**config.mk**
```make
export PLATFORM = sky130hd
export DESIGN_NAME = scl_timebase
export DESIGN_NICKNAME = d
export VERILOG_FILES = /design/src/rtl/scl_pkg.sv /design/src/rtl/scl_cfg_check.sv /design/src/rtl/scl_period_calc.sv /design/src/rtl/scl_rise_credit.sv /design/src/rtl/scl_timebase.sv
export SDC_FILE = /design/constraint.sdc
export NUM_CORES = 1
export LEC_CHECK = 0
export ABC_AREA = 1
export BUFFER_PORTS_ARGS = -buffer_cell sky130_fd_sc_hd__clkbuf_2
export CAP_MARGIN = 20
export CORE_AREA = 2 2 77 97
export DETAILED_ROUTE_END_ITERATION = 6
export DIE_AREA = 0 0 79 99
export GPL_TIMING_DRIVEN = 0
export PLACE_DENSITY = 0.81
export SLEW_MARGIN = 20
export SYNTH_ARGS = -nofsm -noshare
export SYNTH_HDL_FRONTEND = slang
export SYNTH_SLANG_ARGS = --single-unit
```
**constraint.sdc**
```tcl
create_clock -name clk -period 6.9 [get_ports clk]
set_input_delay 2.07 -clock clk [delete_from_list [all_inputs] [get_ports clk]]
set_output_delay 2.07 -clock clk [all_outputs]
set_load 0.01 [all_outputs]
```
**src/rtl/scl_pkg.sv**
```systemverilog
package scl_pkg;

    typedef enum logic [1:0] {
        PH_IDLE      = 2'd0,
        PH_DRIVE_LOW = 2'd1,
        PH_WAIT_RISE = 2'd2,
        PH_HOLD_HIGH = 2'd3
    } scl_phase_e;

endpackage

```
**src/rtl/scl_cfg_check.sv**
```systemverilog
module scl_cfg_check #(
    parameter int MHZ_W        = 6,
    parameter int CCR_W        = 12,
    parameter int MIN_STD_MHZ  = 2,
    parameter int MIN_FAST_MHZ = 6,
    parameter int MAX_MHZ      = 46
) (
    input  logic [MHZ_W-1:0] clk_mhz,
    input  logic             fast_mode,
    input  logic [CCR_W-1:0] ccr_cnt,
    output logic             cfg_ok
);
    localparam logic [MHZ_W-1:0] LO_STD  = MHZ_W'(MIN_STD_MHZ);
    localparam logic [MHZ_W-1:0] LO_FAST = MHZ_W'(MIN_FAST_MHZ);
    localparam logic [MHZ_W-1:0] HI_ANY  = MHZ_W'(MAX_MHZ);

    logic [MHZ_W-1:0] floor_mhz;

    always_comb begin
        floor_mhz = fast_mode ? LO_FAST : LO_STD;
        cfg_ok    = (clk_mhz >= floor_mhz) && (clk_mhz <= HI_ANY) && (ccr_cnt != '0);
    end
endmodule

```
**src/rtl/scl_period_calc.sv**
```systemverilog
module scl_period_calc #(
    parameter int CCR_W = 12,
    parameter int CNT_W = CCR_W + 5
) (
    input  logic [CCR_W-1:0] ccr_cnt,
    input  logic             fast_mode,
    input  logic             duty_sel,
    output logic [CNT_W-1:0] low_ticks,
    output logic [CNT_W-1:0] high_ticks
);
    logic [CNT_W-1:0] base;

    always_comb begin
        base = CNT_W'(ccr_cnt);
        if (!fast_mode) begin
            low_ticks  = base;
            high_ticks = base;
        end else if (!duty_sel) begin
            low_ticks  = base << 1;
            high_ticks = base;
        end else begin
            low_ticks  = base << 4;
            high_ticks = (base << 3) + base;
        end
    end
endmodule

```
**src/rtl/scl_rise_credit.sv**
```systemverilog
module scl_rise_credit #(
    parameter int TRISE_W = 6,
    parameter int CNT_W   = 17
) (
    input  logic [CNT_W-1:0]   rise_elapsed,
    input  logic [TRISE_W-1:0] rise_max,
    output logic [CNT_W-1:0]   credit
);
    logic [CNT_W-1:0] spent;
    logic [CNT_W-1:0] cap;

    always_comb begin
        spent  = rise_elapsed + CNT_W'(1);
        cap    = CNT_W'(rise_max);
        credit = (spent < cap) ? spent : cap;
    end
endmodule

```
**src/rtl/scl_timebase.sv**
```systemverilog
module scl_timebase #(
    parameter int MHZ_W        = 6,
    parameter int CCR_W        = 12,
    parameter int TRISE_W      = 6,
    parameter int MIN_STD_MHZ  = 2,
    parameter int MIN_FAST_MHZ = 6,
    parameter int MAX_MHZ      = 46
) (
    input  logic               clk,
    input  logic               rst_n,
    input  logic               enable,
    input  logic               fast_mode,
    input  logic               duty_sel,
    input  logic [MHZ_W-1:0]   clk_mhz,
    input  logic [CCR_W-1:0]   ccr_cnt,
    input  logic [TRISE_W-1:0] rise_max,
    input  logic               scl_in,
    output logic               scl_drive_low,
    output logic               fall_stb,
    output logic               high_stb,
    output logic               cfg_err
);
    import scl_pkg::*;

    localparam int CNT_W = CCR_W + 5;
    localparam logic [CNT_W-1:0] ONE = CNT_W'(1);

    scl_phase_e       state_q, state_d;
    logic [CNT_W-1:0] cnt_q, cnt_d;
    logic [CNT_W-1:0] low_ticks, high_ticks, credit;
    logic             cfg_ok, run_ok;

    scl_cfg_check #(
        .MHZ_W(MHZ_W), .CCR_W(CCR_W), .MIN_STD_MHZ(MIN_STD_MHZ),
        .MIN_FAST_MHZ(MIN_FAST_MHZ), .MAX_MHZ(MAX_MHZ)
    ) i_cfg (
        .clk_mhz(clk_mhz), .fast_mode(fast_mode), .ccr_cnt(ccr_cnt), .cfg_ok(cfg_ok)
    );

    scl_period_calc #(.CCR_W(CCR_W), .CNT_W(CNT_W)) i_period (
        .ccr_cnt(ccr_cnt), .fast_mode(fast_mode), .duty_sel(duty_sel),
        .low_ticks(low_ticks), .high_ticks(high_ticks)
    );

    scl_rise_credit #(.TRISE_W(TRISE_W), .CNT_W(CNT_W)) i_credit (
        .rise_elapsed(cnt_q), .rise_max(rise_max), .credit(credit)
    );

    assign run_ok = enable && cfg_ok;

    // next-state and counter logic
    always_comb begin
        state_d = state_q;
        cnt_d   = cnt_q;
        if (!run_ok) begin
            state_d = PH_IDLE;                          // ABORT
            cnt_d   = '0;
        end else begin
            unique case (state_q)
                PH_IDLE: begin
                    state_d = PH_DRIVE_LOW;             // START
                    cnt_d   = '0;
                end
                PH_DRIVE_LOW: begin
                    if (cnt_q >= low_ticks - ONE) begin
                        state_d = PH_WAIT_RISE;         // LOW_DONE
                        cnt_d   = '0;
                    end else begin
                        cnt_d = cnt_q + ONE;
                    end
                end
                PH_WAIT_RISE: begin
                    if (scl_in) begin
                        state_d = PH_HOLD_HIGH;         // SEEN_HIGH
                        cnt_d   = credit;
                    end else if (cnt_q != '1) begin
                        cnt_d = cnt_q + ONE;
                    end
                end
                PH_HOLD_HIGH: begin
                    if (!scl_in) begin
                        cnt_d = cnt_q;                  // stretched: freeze
                    end else if (cnt_q >= high_ticks - ONE) begin
                        state_d = PH_DRIVE_LOW;         // HIGH_DONE
                        cnt_d   = '0;
                    end else begin
                        cnt_d = cnt_q + ONE;
                    end
                end
                default: begin
                    state_d = PH_IDLE;
                    cnt_d   = '0;
                end
            endcase
        end
    end

    // state register
    always_ff @(posedge clk or negedge rst_n) begin
        if (!rst_n) begin
            state_q <= PH_IDLE;
            cnt_q   <= '0;
        end else begin
            state_q <= state_d;
            cnt_q   <= cnt_d;
        end
    end

    // registered outputs
    always_ff @(posedge clk or negedge rst_n) begin
        if (!rst_n) begin
            scl_drive_low <= 1'b0;
            fall_stb      <= 1'b0;
            high_stb      <= 1'b0;
            cfg_err       <= 1'b0;
        end else begin
            scl_drive_low <= (state_d == PH_DRIVE_LOW);
            fall_stb      <= (state_d == PH_DRIVE_LOW) && (state_q != PH_DRIVE_LOW);
            high_stb      <= (state_d == PH_HOLD_HIGH) && (state_q == PH_WAIT_RISE);
            cfg_err       <= enable && !cfg_ok;
        end
    end
endmodule

```
==> key figures, run 1 <==
Outcome
  – Status: finished clean

Die
  – Die height: 99 µm
  – Die area: 7820 µm²
  – Die W: 79 µm
  – Num ports: 34
  – Row cnt: 34
  – Core area: 6890 µm²
  – Initial Utilization: 61.4%

Hold path
  – Worst hold endpoint: fall_stb$_DFF_PN0_
  – Hold path startpoint: state_q[1]$_DFF_PN0_
  – Worst Hold Depth: 2
  – Hold Path Class: flip-flop to flip-flop

GRT
  – Grt met3 use: 1.56%
  – Initial antenna violation count: 0
  – GRT Overall Usage: 31.4%
  – Vias in the first global route: 4631
  – Met1 global-route usage: 33.4%
  – First-pass GRT wire length: 20000 µm
  – GR Util met2: 60.8%
  – GRT busiest layer: met2
  – Largest net degree at the start of global routing: 24
  – Global route total overflow: 0

Timing
  – Fin. Hold Viols: 0
  – Fin Clk Skew: 0.00698 ns
  – Fmax: 0.171 GHz
  – Worst-Margin Slew: 0.731 ns
  – Setup repair after global routing missed its margin: false
  – Final setup violation count: 0
  – Slew margin rel.: 51.0%
  – Fin crit share: 84.6%
  – Setup_tns: 0 ns
  – Final worst slack: 1.07 ns
  – Final max-slew violation count: 0
  – Tmin final: 5.83 ns

Clocking
  – CTS resizes: 0
  – TritonCTS clock tree: built
  – Clk Latency, worst-skew pair: 0.27 ns
  – Maximum root-to-sink buffer count: 2
  – CTS Buf Count: 3
  – # Post-CTS Setup Buffers: 0
  – Clk sink count: 23
  – Root Driver: clkbuf_8
  – H-tree depth: 1
  – Clock transition at path regs: 0.07 ns
  – Hold buffer count at cts: 0

Drt
  – Vias per cell: 5.55
  – TritonRoute pass-1 iters: 5
  – Routed WL: 11700 µm
  – Post-route DRC violation count: 0
  – Initial DRC count: 282
  – Antenna Violating Nets Remaining: 0
  – Vias: 4701
  – Avg WL per Cell: 13.8 µm

Layout
  – Nets: 842
  – Area Overhead vs Synth: 7.63%
  – Layout cells sized above 1: 7.53%
  – Finished Cell Area: 4550 µm²
  – Fin util: 66.1%
  – Ant. Diodes: 0
  – Commonest cells after routing, fill and taps aside: 227 x nand2_1, 101 x inv_1, 92 x nor2_1
  – Most common cell after layout, fill and taps aside: nand2_1

Yosys
  – Synthesized area per cell: 5.88 µm²
  – Seq/Total Area, Yosys: 13.6%
  – Post-synth net total: 804
  – Yosys cell types: 36
  – Synth Cell Area: 4230 µm²
  – #FFs+latches synth: 23
  – Cells after Synth: 720
  – Yosys warns: 0

Power and ir drop
  – Design Power: 409 µW
  – P per Cell Area: 89.7 nW/µm²
  – Worst VDD drop: 0.0000851 V
  – Leakage: 0.00258 µW

Placement
  – DP HPWL: 9780 µm
  – PortBufs: 33
  – Final RePlAce weighted congestion: 0.966
  – Placed Area: 4510 µm²
  – Post-place setup slack: 0.797 ns

Worst setup path
  – Worst Path Arrival: 5.99 ns
  – Critical path class: primary input to flip-flop
  – CP cell instances: clkbuf_2, ha_1, fa_1, o21ai_1, nand3_1, nor2_2, nand3_1, nor2_1, nand3_1, nor3_1, nand4_1, ha_1, nand4_1, nor2_1, nand4_1, nand4_1, nor2_1, nor2_1, nand2_4, buf_6, nand3_1, nand2_1
  – Setup crit end kind: flip-flop
  – Data required time of the critical path: 7.05 ns
  – R2R Setup Slk: 3.86 ns
  – Reg2reg end: cnt_q[11]$_DFFE_PN0P_
  – Reg2reg start: cnt_q[1]$_DFFE_PN0P_
  – Worst setup SP type: primary input
  – CP Max Fanout: 10
  – Slowest CP cell: fa_1
  – CP max stage delay: 0.44 ns
  – R2R cell count: 20

Job
  – Max-cap violations: 0
per-stage QoR:
stage | hold WS (ns) | cells
after global placement | 0.578 | 843
after detailed placement | 0.586 | 843
after global routing | 0.653 | 847
after floorplan | 0.510 | 720
after CTS | 0.606 | 847
final | 0.607 | 847
logic make-up (layout without fill, tap and decap cells):
family | after synthesis | in the layout | synth area share (%)
buf+inv | 111 | 148 | 10.3
simple gates | 448 | 448 | 46.3
flops | 23 | 23 | 13.6
xor+xnor | 28 | 28 | 5.80
fa+ha+maj | 54 | 54 | 16.1
compound gates | 56 | 56 | 7.81
layout make-up:
type                            count  area [µm²]
Multi-Input combinational cell    586        3220
Buffer                              8        51.3
Clock buffer                        4        45.0
Tap cell                           90         113
Timing Repair Buffer               33         165
Sequential cell                    23         576
Fill cell                         688        2340
Inverter                          103         387
critical path, delay by kind of cell:
family          cells  cell delay (ns)
buf+inv             2             0.30
simple gates       16             2.17
compound gates      1             0.39
fa+ha+maj           3             1.04
how the worst max path moves through the flow:
stage,from,to,slack [ns],depth (start not counted)
after floorplan,ccr_cnt[0],cnt_q[10]$_DFFE_PN0P_,1.64,21
after detailed placement,ccr_cnt[3],cnt_q[3]$_DFFE_PN0P_,0.80,22
after global placement,ccr_cnt[3],cnt_q[3]$_DFFE_PN0P_,0.81,22
after CTS,ccr_cnt[3],cnt_q[3]$_DFFE_PN0P_,1.06,22
final,ccr_cnt[3],cnt_q[11]$_DFFE_PN0P_,1.07,22
after global routing,ccr_cnt[3],cnt_q[11]$_DFFE_PN0P_,0.74,22
flip-flops by register name, summed over array words and instances, names as in the netlist:
name	cells
cfg_err	1
high_stb	1
state_q	2
fall_stb	1
cnt_q	17
scl_drive_low	1
cells in the mapped netlist (all sizes together):
master / n / area share, %
xor2: 22 / 4.6
o21ai: 16 / 1.9
nand3b: 5 / 0.89
nor4: 2 / 0.65
inv: 103 / 9.1
clkbuf: 3 / 0.50
fa: 1 / 0.47
buf: 5 / 0.71
dfrtp: 23 / 14
and2: 2 / 0.30
o21a: 1 / 0.18
a221oi: 1 / 0.21
nand3: 56 / 6.7
nor2: 97 / 9.3
xnor2: 6 / 1.2
o21bai: 4 / 0.71
o221ai: 7 / 1.4
a21boi: 1 / 0.18
ha: 53 / 16
o22ai: 4 / 0.59
a21oi: 22 / 2.6
nor3: 21 / 2.6
nand4: 32 / 4.7
nand2: 233 / 21
power by group:
| group | internal (µW) | leakage (µW) | switching, µW | total (µW) |
|---|---|---|---|---|
| clock network | 41.2 | 0.0000228 | 42.0 | 83.2 |
| logic | 65.0 | 0.00224 | 123 | 188 |
| registers | 136 | 0.000317 | 1.06 | 137 |
routing by layer:
metal,up-vias,part of all wire [%]
li1,2434,-
met1,2099,39
met2,130,52
met3,38,3.3
met4,0,5.1
met5,-,0
No activity file was read; power rests on OpenSTA's default activity.
==> run 2: changes to the inputs <==
Settings changed: CORE_AREA 2 2 77 97 to 2 2 81 103, DIE_AREA 0 0 79 99 to 0 0 83 105, PLACE_DENSITY 0.81 to 0.77.
Clock period 6.9 ns to 4.7 ns, I/O delays scaled along.
==> run 2 against run 1 <==
Compared with the run above: the flow now finishes with violations (setup timing); clock power rose by 51%; non-clock buffer count increased by 9; sequential power increased by 47%.
==> key figures, run 2 (synthesis results as in run 1) <==
Worst setup path
  – Setup crit end kind: flip-flop
  – Critical path class: primary input to flip-flop
  – Data required time of the critical path: 4.87 ns (-2.18 ns)
  – CP Max Fanout: 8 (-2)
  – R2R cell count: 13 (-35%)
  – Worst Path Arrival: 4.89 ns (-1.10 ns)
  – Worst setup SP type: primary input

Die
  – Die W: 83 µm (+5.1%)
  – Num ports: 34 (unchanged)
  – Die area: 8720 µm² (+11%)
  – Core area: 7700 µm² (+12%)
  – Die height: 105 µm (+6.1%)
  – Row cnt: 36 (+5.9%)
  – Initial Utilization: 54.9% (-6.5 points)

Power and ir drop
  – Int Pwr: 379 µW (+56%)
  – Sw Ratio: 42.3% (+1.7 points)
  – Leakage: 0.00268 µW (+3.9%)
  – P per Cell Area: 131 nW/µm² (+46%)
  – Clk pwr share: 19.2% (-1.2 points)
  – Net Sw Power: 279 µW (+68%)
  – Logic pwr share: 50.1% (+4.1 points)
  – Worst VDD drop: 0.000199 V (+130%)
  – Reg power frac: 30.7% (-2.9 points)

Outcome
  – Violated checks: setup timing
  – Status: finished, violations left

Timing
  – Setup repair after global routing missed its margin: true
  – Slew margin rel.: 51.0% (about the same)
  – Fmax: 0.212 GHz
  – Fin. Hold Viols: 0 (unchanged)
  – Fin Clk Skew: 0.00392 ns (-0.00306 ns)
  – Final setup violation count: 7 (+7)
  – Final max-slew violation count: 0 (unchanged)
  – Final hold slack: 0.611 ns (+0.00409 ns)
  – Worst-Margin Slew: 0.731 ns (+0.000220 ns)
  – Tmin final: 4.72 ns
  – Fin crit share: 100%
  – Final worst slack: -0.0188 ns (-1.08 ns)

GRT
  – First-pass GRT wire length: 20200 µm (+0.76%)
  – Global route total overflow: 0 (unchanged)
  – Vias in the first global route: 4792 (+3.5%)
  – GRT Overall Usage: 27.5% (-3.9 points)
  – Largest net degree at the start of global routing: 24 (unchanged)
  – Initial antenna violation count: 0 (unchanged)

Placement
  – PortBufs: 33 (unchanged)
  – Final RePlAce weighted congestion: 0.959 (-0.75%)
  – Post-place setup slack: -0.790 ns (-1.59 ns)
  – DP HPWL: 9990 µm (+2.1%)

Clocking
  – TritonCTS clock tree: built
  – Clock transition at path regs: 0.09 ns (+0.02 ns)
  – Clk sink count: 23 (unchanged)
  – Maximum root-to-sink buffer count: 2 (unchanged)
  – Clk Latency, worst-skew pair: 0.27 ns (about the same)
  – H-tree depth: 1 (unchanged)
  – Root Driver: clkbuf_8
  – CTS Buf Count: 3 (unchanged)

Job
  – Max-cap violations: 0 (unchanged)

Drt
  – Post-route DRC violation count: 0 (unchanged)
  – Initial DRC count: 207 (-27%)
  – Vias: 4858 (+3.3%)
  – Avg WL per Cell: 14.8 µm (+7.1%)
  – Vias per cell: 5.64 (+1.7%)
  – Routed WL: 12700 µm (+8.9%)
  – Antenna Violating Nets Remaining: 0 (unchanged)
  – TritonRoute pass-1 iters: 5 (unchanged)

Hold path
  – Hold Path Class: flip-flop to flip-flop
  – Worst Hold Depth: 2 (unchanged)

Layout
  – Biggest regs: cnt_q x17, state_q x2
  – Commonest cells after routing, fill and taps aside: 216 x nand2_1, 98 x inv_1, 82 x nor2_1
  – Layout cells sized above 1: 16.4% (+8.9 points)
  – Fillers: 697 (+1.3%)
  – Most flop-heavy register: cnt_q
  – Nets: 851 (+1.1%)
  – Ant. Diodes: 0 (unchanged)
  – Largest register FFs: 17 (unchanged)
  – Area Overhead vs Synth: 18.7%
  – Most common cell after layout, fill and taps aside: nand2_1
## run 2: changes by cell type in the layout (fill, tap and decap cells not counted), sizes merged
cell / previous run / this run
clkinv: 0 / 1
clkbuf: 40 / 38
buf: 5 / 15
## run 2: per-stage QoR
stage / power (µW) / std cells / area, µm² / util [%] / setup TNS (ns)
final: 658 / 861 / 5020 / 65.2 / -0.0649
after global routing: 703 / 861 / 5020 / 65.2 / -2.23
after CTS: 612 / 853 / 4620 / 60.0 / 0
after detailed placement: 480 / 848 / 4520 / 58.6 / -13.93
after global placement: 472 / 848 / 4520 / 58.6 / -13.47
after floorplan: 401 / 720 / 4230 / - / 0
## run 2: per-layer routing
metal  global-route usage (%)  wire [µm]  vias up  part of all wire (%)
li1                         -          -     2438                     -
met1                     27.8       4840     2196                    38
met2                     52.9       6640      168                    52
met3                     1.18        448       56                   3.5
met4                     19.8        786        0                   6.2
met5                        0          0        -                     0
## run 2: final timing paths
check | startpoint | to | slack [ns]
setup / recovery | ccr_cnt[3] | cnt_q[3]$_DFFE_PN0P_ | -0.02
hold / removal | state_q[1]$_DFF_PN0_ | state_q[1]$_DFF_PN0_ | 0.61
setup reg to reg | cnt_q[5]$_DFFE_PN0P_ | cnt_q[16]$_DFFE_PN0P_ | 1.68
hold reg to reg | state_q[1]$_DFF_PN0_ | state_q[1]$_DFF_PN0_ | 0.61
max in group asynchronous | rst_n | cnt_q[14]$_DFFE_PN0P_ | 3.15
min in group asynchronous | rst_n | cnt_q[2]$_DFFE_PN0P_ | 1.14
## run 2: final cells by class
cell class / instances / area (µm²) / area share, %
flip-flops and latches: 23 / 576 / 11.5
plain buffers: 8 / 62.6 / 1.25
repair buffers: 42 / 267 / 5.31
well taps: 95 / 119 / 2.37
clock buffers: 3 / 41.3 / 0.822
inverters: 103 / 387 / 7.70
clock inverters: 1 / 5.00 / 0.0996
multi-input cells: 586 / 3570 / 71.0
## run 2: worst max-delay path: stages
cell and delay (ns):
buf_8 0.11, ha_4 0.16, fa_2 0.49, o21ai_4 0.25, nand3_2 0.14, nor2_4 0.16, nand3_2 0.10, nor2_4 0.15
nand3_2 0.09, buf_4 0.15, xor2_1 0.14, ha_1 0.33, nand2_1 0.07, nor2_1 0.12, nand4_1 0.11, nor2_1 0.10
nand2_1 0.06, nand4_1 0.14, nor2_1 0.08, nor2_2 0.14, nand2_4 0.12, clkbuf_16 0.18, nand3_2 0.05, nand2_1 0.05
## run 2: power by group through the flow
stage / combinational [µW] / sequential, µW / clock, µW
global placement: 266 / 206 / 0
CTS: 283 / 202 / 127
global route: 366 / 202 / 135
detailed placement: 274 / 206 / 0
finish: 330 / 202 / 126
floorplan: 194 / 207 / 0
## run 2: what timing repair did
item,in CTS,in global routing
hold buffers,0,0
endpoints found under the setup margin,20,21
buffers inserted,1,7
pin swaps,2,27
gates resized for setup,17,75
cloned,0,1
==> run 3: changes to the inputs <==
Settings changed: CAP_MARGIN 20 to 0, CORE_AREA 2 2 81 103 to 2 2 85 107, DIE_AREA 0 0 83 105 to 0 0 87 109, PLACE_DENSITY 0.77 to 0.8, SYNTH_HIERARCHICAL from default to 1.
Clock period 4.7 ns to 4.5 ns, I/O delays scaled along.
==> run 3 against run 2 <==
Compared with the run above: the flow still finishes with violations (setup timing); flip-flop and latch count stayed put; worst hold slack better by 0.084 ns; clock power is 10% higher; critical endpoint is now cnt_q[7]$_DFFE_PN0P_; largest cell class unchanged; largest power group unchanged.
==> key figures, run 3 <==
Timing
  – Worst-Margin Slew: 0.605 ns (-0.126 ns)
  – Fin. Hold Viols: 0 (unchanged)
  – Tmin final: 4.62 ns
  – Final worst slack: -0.117 ns (-0.0982 ns)
  – Fin Clk Skew: 0.00578 ns (+0.00187 ns)
  – Setup_tns: -1.24 ns (-1.17 ns)
  – Fin crit share: 103%
  – Fmax: 0.217 GHz
  – Slew margin rel.: 59.7% (+8.7 points)
  – Final max-slew violation count: 0 (unchanged)
  – Setup repair after global routing missed its margin: true
  – Final setup violation count: 15 (+8)

Outcome
  – Status: finished, violations left
  – Violated checks: setup timing

Yosys
  – Area fraction of the dominant cell type after synthesis: 18.7% (-1.4 points)
  – Count leader, synth: nand2_1
  – Post-synth ARST share: 100% (unchanged)
  – Cells after Synth: 875 (+22%)
  – Yosys warns: 6 (+6)
  – Yosys cell types: 47 (+31%)
  – Synthesized area per cell: 5.92 µm² (+0.70%)
  – Synth Cell Area: 5180 µm² (+22%)
  – Seq/Total Area, Yosys: 11.1% (-2.5 points)
  – Top FF cell, synth: dfrtp_1
  – #FFs+latches synth: 23 (unchanged)
  – Number of flops mapped to enable cells by yosys: 0 (unchanged)
  – Synth cell count leaders: 258 x nand2_1, 129 x inv_1, 110 x nor2_1
  – Synth area leaders: nand2_1 19%, ha_1 13%, dfrtp_1 11%
  – Largest area contributor in the netlist: nand2_1

Worst setup path
  – Buf/Inv on CP: 4 (+1)
  – Worst setup SP type: primary input
  – Critical path class: primary input to flip-flop
  – Worst Path Arrival: 4.79 ns (-0.10 ns)
  – Setup crit end kind: flip-flop
  – CP max stage delay: 0.36 ns (-0.13 ns)
  – CP Max Fanout: 6 (-2)
  – Slowest CP cell: fa_2
  – Largest delay share family, worst path: simple AND/OR/NAND/NOR gates
  – CP cell instances: clkbuf_16, ha_4, fa_2, or2_4, a21oi_2, a21oi_2, inv_1, nand3_2, nor2_4, nand2_2, nor3_4, nand2_2, nor3_2, xor2_1, inv_1, ha_4, nand4_1, nor3_1, nand2_1, nand4_1, nand2_4, buf_16, o21ai_2, nand2_1
  – Data required time of the critical path: 4.67 ns (-0.20 ns)

Clocking
  – Clk sink count: 23 (unchanged)
  – CTS Buf Count: 3 (unchanged)
  – Hold buffer count at cts: 0 (unchanged)
  – Clock transition at path regs: 0.09 ns (about the same)
  – TritonCTS clock tree: built
  – Clk Latency, worst-skew pair: 0.28 ns (about the same)
  – Root Driver: clkbuf_8
  – Maximum root-to-sink buffer count: 2 (unchanged)
  – H-tree depth: 1 (unchanged)

Drt
  – Vias: 5783 (+19%)
  – Routed WL: 15500 µm (+22%)
  – Vias per cell: 5.54 (-1.8%)
  – Post-route DRC violation count: 0 (unchanged)
  – Initial DRC count: 379 (+83%)
  – Antenna Violating Nets Remaining: 0 (unchanged)
  – Avg WL per Cell: 14.8 µm (+0.32%)
  – TritonRoute pass-1 iters: 5 (unchanged)

GRT
  – Largest net degree at the start of global routing: 24 (unchanged)
  – Global route total overflow: 0 (unchanged)
  – First-pass GRT wire length: 24600 µm (+22%)
  – Initial antenna violation count: 0 (unchanged)
  – Vias in the first global route: 5507 (+15%)
  – GRT Overall Usage: 32.5% (+4.9 points)

Placement
  – DP HPWL: 11700 µm (+17%)
  – PortBufs: 33 (unchanged)
  – Post-place setup slack: -0.657 ns (+0.134 ns)
  – Final RePlAce weighted congestion: 0.964 (+0.53%)

Die
  – Die area: 9480 µm² (+8.8%)
  – Num ports: 34 (unchanged)
  – Die W: 87 µm (+4.8%)
  – Row cnt: 38 (+5.6%)
  – Core area: 8510 µm² (+10%)
  – Initial Utilization: 60.8% (+5.9 points)
  – Die height: 109 µm (+3.8%)

Layout
  – Fillers: 713 (+2.3%)
  – Most common cell after layout, fill and taps aside: nand2_1
  – Nets: 1030 (+21%)
  – Largest register FFs: 17 (unchanged)
  – Commonest cells after routing, fill and taps aside: 251 x nand2_1, 126 x inv_1, 99 x nor2_1
  – Biggest regs: cnt_q x17, state_q x2
  – Most flop-heavy register: cnt_q
  – Area Overhead vs Synth: 18.8% (about the same)
  – Layout cells sized above 1: 21.8% (+5.4 points)
  – Ant. Diodes: 0 (unchanged)

Hold path
  – Hold Path Class: flip-flop to flip-flop

Power and ir drop
  – Design Power: 716 µW (+8.8%)
  – Worst VDD drop: 0.0000811 V (-59%)
  – P per Cell Area: 116 nW/µm² (-11%)
  – Leakage: 0.00324 µW (+21%)

Job
  – Max-cap violations: 0 (unchanged)
run 3: through the flow:
step	utilization [%]	hold WS [ns]	cell area, µm²	std cells
5_1_grt	72.3	0.717	6150	1044
3_5_place_dp	64.8	0.660	5520	1019
6_report	72.3	0.694	6150	1044
2_1_floorplan	-	0.556	5230	886
3_3_place_gp	64.8	0.631	5520	1019
4_1_cts	68.7	0.667	5850	1032
run 3: worst register-to-register path: cells and delay by family, from the launching register on:
kind            cells  cell delay (ns)
compound gates      2             0.29
xor+xnor            1             0.16
fa+ha+maj           2             0.54
buf+inv             2             0.11
flops               1             0.56
simple gates       17             1.63
run 3: final timing paths:
path	from	to	slack (ns)	cells after the start
max	ccr_cnt[0]	cnt_q[7]$_DFFE_PN0P_	-0.12	24
min	state_q[1]$_DFF_PN0_	cnt_q[12]$_DFFE_PN0P_	0.69	2
max reg2reg	cnt_q[1]$_DFFE_PN0P_	cnt_q[4]$_DFFE_PN0P_	1.16	24
min reg2reg	state_q[1]$_DFF_PN0_	cnt_q[12]$_DFFE_PN0P_	0.69	2
max in group asynchronous	rst_n	cnt_q[9]$_DFFE_PN0P_	3.05	1
min in group asynchronous	rst_n	cnt_q[8]$_DFFE_PN0P_	1.06	1
run 3: layout make-up:
cell class,count,area [µm²],area share (%)
plain buffers,27,195,3.17
clock buffers,3,41.3,0.671
clock inverters,1,5.00,0.0814
inverters,135,509,8.28
multi-input cells,701,4300,69.8
flip-flops and latches,23,576,9.36
well taps,100,125,2.03
repair buffers,54,404,6.57
run 3: cell families after synthesis:
group	after synthesis	share of synthesized area, %
other cells	2	0.145
compound gates	83	10.1
buf+inv	162	13.4
simple gates	504	44.1
xor+xnor	46	7.78
fa+ha+maj	55	13.4
flops	23	11.1
run 3: routing by layer:
metal,vias up,share of wire (%),global-route usage [%]
met1,2606,37,34.9
li1,2893,-,-
met4,0,5.7,18.6
met3,68,4.7,1.82
met5,-,0,0
met2,216,52,61.6
run 3: timing repair:
item,CTS,global route
pin swaps,7,24
gates cloned,1,0
setup buffers,8,14
setup endpoints to repair,20,22
gates resized for setup,44,57
run 3: report_power, final:
group          internal (µW)  switching, µW  total, µW  leakage [µW]
Sequential               209           2.77        212      0.000317
Clock                   62.2           77.1        139     0.0000255
Combinational            146            218        364       0.00290
Total                    418            298        716       0.00324
